### config.mk
export PLATFORM = sky130hd
export DESIGN_NAME = chain_out_reg
export DESIGN_NICKNAME = d
export VERILOG_FILES = /design/src/rtl/chain_out_pkg.sv /design/src/rtl/chain_out_hold.sv /design/src/rtl/chain_out_frame.sv /design/src/rtl/chain_out_shift.sv /design/src/rtl/chain_out_reg.sv
export SDC_FILE = /design/constraint.sdc
export NUM_CORES = 1
export LEC_CHECK = 0
export CORE_MARGIN = 10
export CORE_UTILIZATION = 47
export CTS_CLUSTER_DIAMETER = 40
export DETAILED_ROUTE_END_ITERATION = 7
export PLACE_DENSITY = 0.73
export SLEW_MARGIN = 20
export SYNTH_ARGS = -nofsm -noshare
export SYNTH_HDL_FRONTEND = slang
export SYNTH_SLANG_ARGS = --single-unit
### constraint.sdc
create_clock -name clk -period 1 [get_ports clk]
set_input_delay 0.1 -clock clk [delete_from_list [all_inputs] [get_ports clk]]
set_output_delay 0.1 -clock clk [all_outputs]
set_load 0.02 [all_outputs]
### src/rtl/chain_out_pkg.sv
package chain_out_pkg;

  // What the frame register does on a bit step
  typedef enum logic {
    ACT_LOAD  = 1'b0,
    ACT_SHIFT = 1'b1
  } shift_act_e;

endpackage

### src/rtl/chain_out_hold.sv
module chain_out_hold #(
  parameter int RES_W = 16
) (
  input  logic             clk,
  input  logic             rst_n,
  input  logic             load,
  input  logic [RES_W-1:0] word_in,
  input  logic             tag_in,
  output logic [RES_W-1:0] word_q,
  output logic             tag_q
);

  logic [RES_W-1:0] word_d;
  logic             tag_d;

  always_comb begin
    word_d = word_q;
    tag_d  = tag_q;
    if (load) begin
      word_d = word_in;
      tag_d  = tag_in;
    end
  end

  always_ff @(posedge clk or negedge rst_n) begin
    if (!rst_n) begin
      word_q <= '1;
      tag_q  <= 1'b1;
    end else if (load) begin
      word_q <= word_d;
      tag_q  <= tag_d;
    end
  end

endmodule

### src/rtl/chain_out_frame.sv
module chain_out_frame #(
  parameter int RES_W = 16,
  parameter int PAD_W = 8,
  localparam int FRAME_W = RES_W + PAD_W
) (
  input  logic [RES_W-1:0]   hold_word,
  input  logic               hold_tag,
  input  logic               tag_en,
  output logic [FRAME_W-1:0] frame
);

  logic [PAD_W-1:0] tail;

  generate
    if (PAD_W > 1) begin : g_wide_tail
      assign tail = tag_en ? {hold_tag, {(PAD_W-1){1'b0}}} : '0;
    end else begin : g_bit_tail
      assign tail = tag_en ? hold_tag : 1'b0;
    end
  endgenerate

  assign frame = {hold_word, tail};

endmodule

### src/rtl/chain_out_shift.sv
module chain_out_shift
  import chain_out_pkg::*;
#(
  parameter int RES_W = 16,
  parameter int PAD_W = 8,
  localparam int FRAME_W = RES_W + PAD_W
) (
  input  logic               clk,
  input  logic               rst_n,
  input  logic               cs_n,
  input  logic               chain_en,
  input  logic               tag_en,
  input  logic               chain_in,
  input  logic [FRAME_W-1:0] frame,
  output logic [FRAME_W-1:0] shift_q,
  output logic               sdo
);

  shift_act_e         act;
  logic               feed;
  logic [FRAME_W-1:0] shift_d;

  assign act  = cs_n ? ACT_LOAD : ACT_SHIFT;
  // Regular mode recirculates the outgoing bit; chain mode takes upstream data
  assign feed = chain_en ? chain_in : shift_q[FRAME_W-1];

  always_comb begin
    shift_d = shift_q;
    case (act)
      ACT_LOAD: shift_d = frame;
      ACT_SHIFT: begin
        shift_d = {shift_q[FRAME_W-2:0], 1'b0};
        // Entry point sits one word below the output: 24 or 16 bits deep
        if (tag_en) shift_d[0]     = feed;
        else        shift_d[PAD_W] = feed;
      end
      default: shift_d = shift_q;
    endcase
  end

  always_ff @(posedge clk or negedge rst_n) begin
    if (!rst_n) shift_q <= '1;
    else        shift_q <= shift_d;
  end

  assign sdo = shift_q[FRAME_W-1];

endmodule

### src/rtl/chain_out_reg.sv
module chain_out_reg #(
  parameter int RES_W = 16,
  parameter int PAD_W = 8
) (
  input  logic             clk,
  input  logic             rst_n,
  input  logic             cs_n,
  input  logic             chain_en,
  input  logic             tag_en,
  input  logic             chain_in,
  input  logic             result_load,
  input  logic [RES_W-1:0] result_word,
  input  logic             result_tag,
  output logic             sdo
);

  localparam int FRAME_W = RES_W + PAD_W;

  logic [1:0]         rst_pipe;
  logic               rst_sync_n;
  logic [RES_W-1:0]   hold_word;
  logic               hold_tag;
  logic [FRAME_W-1:0] frame;
  logic [FRAME_W-1:0] shift_q;

  always_ff @(posedge clk or negedge rst_n) begin
    if (!rst_n) rst_pipe <= 2'b00;
    else        rst_pipe <= {rst_pipe[0], 1'b1};
  end
  assign rst_sync_n = rst_pipe[1];

  chain_out_hold #(.RES_W(RES_W)) i_hold (
    .clk     (clk),
    .rst_n   (rst_sync_n),
    .load    (result_load),
    .word_in (result_word),
    .tag_in  (result_tag),
    .word_q  (hold_word),
    .tag_q   (hold_tag)
  );

  chain_out_frame #(.RES_W(RES_W), .PAD_W(PAD_W)) i_frame (
    .hold_word (hold_word),
    .hold_tag  (hold_tag),
    .tag_en    (tag_en),
    .frame     (frame)
  );

  chain_out_shift #(.RES_W(RES_W), .PAD_W(PAD_W)) i_shift (
    .clk      (clk),
    .rst_n    (rst_sync_n),
    .cs_n     (cs_n),
    .chain_en (chain_en),
    .tag_en   (tag_en),
    .chain_in (chain_in),
    .frame    (frame),
    .shift_q  (shift_q),
    .sdo      (sdo)
  );

endmodule

==> results by stage <==
Die:
- The floorplan has 21 rows.
- The effective utilization at floorplan is 0.500.
- The floorplan core area is 3440 µm².
- The number of primary I/O pins is 25.
- In this run the vertical extent of the chip is 80.5 µm.
- The die covers 6480 µm².
- The die is 80.5 µm wide.

Placed design:
- Summed over all nets, the half-perimeter wirelength after detailed placement is 1800 µm.
- Including well taps, the total number of placed cells is 165.
- The post-place instance area is 2010 µm².
- The number of buffer cells added on primary ports is 24.
- Routability-driven placement finished with a final weighted congestion of 0.688.
- The post-place setup slack is -0.227 ns.

Finish:
- Of the cells placed in the final design, the portion with a size suffix greater than 1 is 0.695.
- The number of non-filler instances in the completed layout is 174.
- The post-route standard cell area excluding fillers is 2140 µm².
- The number of nets in the final layout is 151.
- Fill cells in the final layout number 261.
- The signed area change from the synthesized netlist to the final layout is 24.6%.
- The number of antenna diodes in the final layout is 0.

GRT:
- Across every metal layer, demand over resource in global routing totals 0.0939.
- The number of antenna violations at the first check in global routing came to 0.
- The number of global-route vias before repair was 970.
- The pin count of the biggest net entering global routing is 42.
- The first global-routing pass estimated 4620 µm of wire.
- The leftover overflow at the end of global routing is 0.

Route:
- After the first detailed-routing iteration, the DRC count stood at 43.
- After detailed routing, the number of vias per cell comes to 4.79.
- The final antenna-violating net count is 0.
- After detailed routing, the number of remaining DRC violations is 0.
- The routed layout has 834 vias.
- The iteration count of the initial detailed-routing pass is 4.
- The total wirelength of the detailed-routed design is 2680 µm.
- In the final routed layout, each cell accounts on average for 15.4 µm.

Timing:
- The portion of the clock cycle consumed by the worst path in the final layout is 1.06.
- Setup repair after global routing could not meet its margin everywhere.
- The worst clock skew is 0.00758 ns.
- The worst hold slack is 0.360 ns.
- The final sum of negative setup slack is -0.0590 ns.
- Setup violations remaining at the end of the flow were counted as 1.
- The time the worst path needs with I/O delays and setup is 1.06 ns.
- The highest clock rate is 944 MHz.
- The post-layout worst setup margin is -0.0590 ns.
- The final count of hold timing violations came to 0.
- The max-slew violation count came to 0.

Setup path:
- The worst setup path is captured at an output port.
- Traced cell by cell, the critical path runs through buf_6.
- The dominant delay contributor by cell family on the critical path is flip-flops.
- Data on the critical path is required at its endpoint by 0.90 ns.
- The largest fanout of any net on the critical path is 2.
- The number of buffers and inverters on the critical path is 1.
- The peak per-stage delay on the critical path is 0.55 ns.
- The largest individual stage delay along the critical path comes from the cell sky130_fd_sc_hd__dfstp_2.
- The category of the worst setup path launch point is a flop.
- STA puts the critical path data arrival time at 0.96 ns.
- The worst reg-to-reg path cell count is 3.
- Across all register-to-register paths, the minimum setup slack is 0.02 ns.
- The cell count along the critical path is 1.
- The class of the most critical setup path is flop to output port.

Logic synthesis:
- Counting every instance in the synthesized netlist gives 95.
- The number of unique standard cell types used by synthesis is 15.
- The share of synthesized area in the top cell type comes to 0.626.
- The number of warning messages in the yosys log is 0.
- The number of flip-flops and latches in the synthesized netlist is 43.
- Synthesis produced a netlist with a net count of 119.
- Ranked by total cell area, the synthesized netlist is headed by sky130_fd_sc_hd__dfstp_2, sky130_fd_sc_hd__mux2_4, sky130_fd_sc_hd__mux2_2, sky130_fd_sc_hd__dfrtp_1, sky130_fd_sc_hd__buf_12.
- The register area share after synthesis is 0.655.
- The synthesized design spends more area on one cell type than any other, namely sky130_fd_sc_hd__dfstp_2.
- Each instance of the synthesized netlist takes up on average 18.1 µm².
- After synthesis the cells add up to 1720 µm².

Status:
- The run finished, with violations left.
- The final reports fail on negative setup slack.

CTS:
- The clock input transition at the sequential cells of the worst setup and hold paths is 0.08 ns.
- The CTS H-tree depth is 2.
- The later-pin clock latency in the skew report is 0.29 ns.
- TritonCTS built the clock tree.
- In this run, CTS created clock tree buffers numbering 5.
- The tree is rooted in a sky130_fd_sc_hd__clkbuf_8.
- The total number of clock tree sinks is 43.
- Counting along the longest clock path gives a buffer depth of 2.

Pwr:
- The power per cell area is 1830 nW/µm².
- In this run the static leakage power is 0.894 nW.
- The worst-case IR drop observed on VDD is 1.14 mV.

Min path:
- The depth of the worst hold-timing path is 0.
- The tightest min-delay check is of the flop to flop type.

Job:
- Max-cap violations in this run came to 0.
## cells by family (layout without fill, tap and decap cells)
logic type | after synthesis | in the layout | synth area share
buffers and inverters | 6 | 39 | 0.0414
other | 1 | 1 | 0.00218
AO/OA/AOI/OAI | 2 | 2 | 0.00582
flip-flops | 43 | 43 | 0.655
AND/OR/NAND/NOR | 9 | 9 | 0.0320
multiplexers | 34 | 34 | 0.263
## stage by stage
step                      total power [mW]  utilization
after floorplan                       2.43            -
after global routing                  4.13        0.623
after CTS                             4.00        0.623
final                                 3.93        0.623
after detailed placement              2.61        0.585
after global placement                2.59        0.585
## Yosys cell counts
cell type,number
sky130_fd_sc_hd__buf_6,2
sky130_fd_sc_hd__dfstp_2,41
sky130_fd_sc_hd__and3b_1,1
sky130_fd_sc_hd__buf_12,2
sky130_fd_sc_hd__nor2b_1,6
sky130_fd_sc_hd__nand2_1,1
sky130_fd_sc_hd__buf_2,1
sky130_fd_sc_hd__nand3_1,1
sky130_fd_sc_hd__dfrtp_1,2
sky130_fd_sc_hd__conb_1,1
sky130_fd_sc_hd__inv_1,1
sky130_fd_sc_hd__mux2i_1,1
sky130_fd_sc_hd__mux2_4,19
sky130_fd_sc_hd__mux2_2,14
sky130_fd_sc_hd__o21ai_0,2
## timing repair
action / CTS / global route
resized for setup: 7 / 0
setup endpoints to repair: 2 / 1
endpoints found under the hold margin: 2 / 0
hold buffers: 1 / 0
buffers inserted: 0 / 0
## cell usage in the layout, fill, tap and decap left out, types with 2 or more instances in the layout
cell type                         synthesis  routed
sky130_fd_sc_hd__buf_12                   2       2
sky130_fd_sc_hd__buf_4                    0       3
sky130_fd_sc_hd__clkbuf_8                 0       6
sky130_fd_sc_hd__clkdlybuf4s50_1          0      23
sky130_fd_sc_hd__dfstp_2                 41      41
sky130_fd_sc_hd__mux2_2                  14      14
sky130_fd_sc_hd__mux2_4                  19      19
sky130_fd_sc_hd__nor2b_1                  6       6
## cell type report
cell class	count	area (µm²)	area share
tap	46	57.6	0.0269
sequential	43	1130	0.527
multi-input combinational	46	522	0.243
timing repair buffer	30	314	0.147
clock inverter	2	35.0	0.0163
clock buffer	6	82.6	0.0385
inverter	1	3.75	0.00175
## report_power, final
part | switching (mW) | internal [mW]
Combinational | 0.155 | 0.319
Clock | 0.543 | 0.807
Sequential | 0.0681 | 2.04
Total | 0.766 | 3.16
## state kept, by name, summed over array words and instances (netlist names)
name             flops
i_hold.tag_q         1
i_hold.word_q       16
i_shift.shift_q     24
rst_pipe             2
## worst register-to-register path, cell delays in order (launching register included)
cell	delay (ns)
sky130_fd_sc_hd__dfstp_2	0.55
sky130_fd_sc_hd__mux2_2	0.16
sky130_fd_sc_hd__mux2i_1	0.07
sky130_fd_sc_hd__o21ai_1	0.14
## final timing paths
| check | from | to |
|---|---|---|
| max | i_shift.shift_q[23] | sdo |
| min | rst_pipe[0] | rst_pipe[1] |
| max reg2reg | i_shift.shift_q[23] | i_shift.shift_q[8] |
| min reg2reg | rst_pipe[0] | rst_pipe[1] |
| max in group asynchronous | rst_n | rst_pipe[1] |
| min in group asynchronous | rst_pipe[1] | i_hold.word_q[2] |
## metal layers
layer  global-route usage  up-vias  share of wire
met5                    0        -              0
met4               0.0423        0          0.016
met3               0.0568        5          0.085
met2                0.131       28           0.43
met1                0.112      422           0.47
li1                     -      379              -
(Power assumes the default switching activity.)
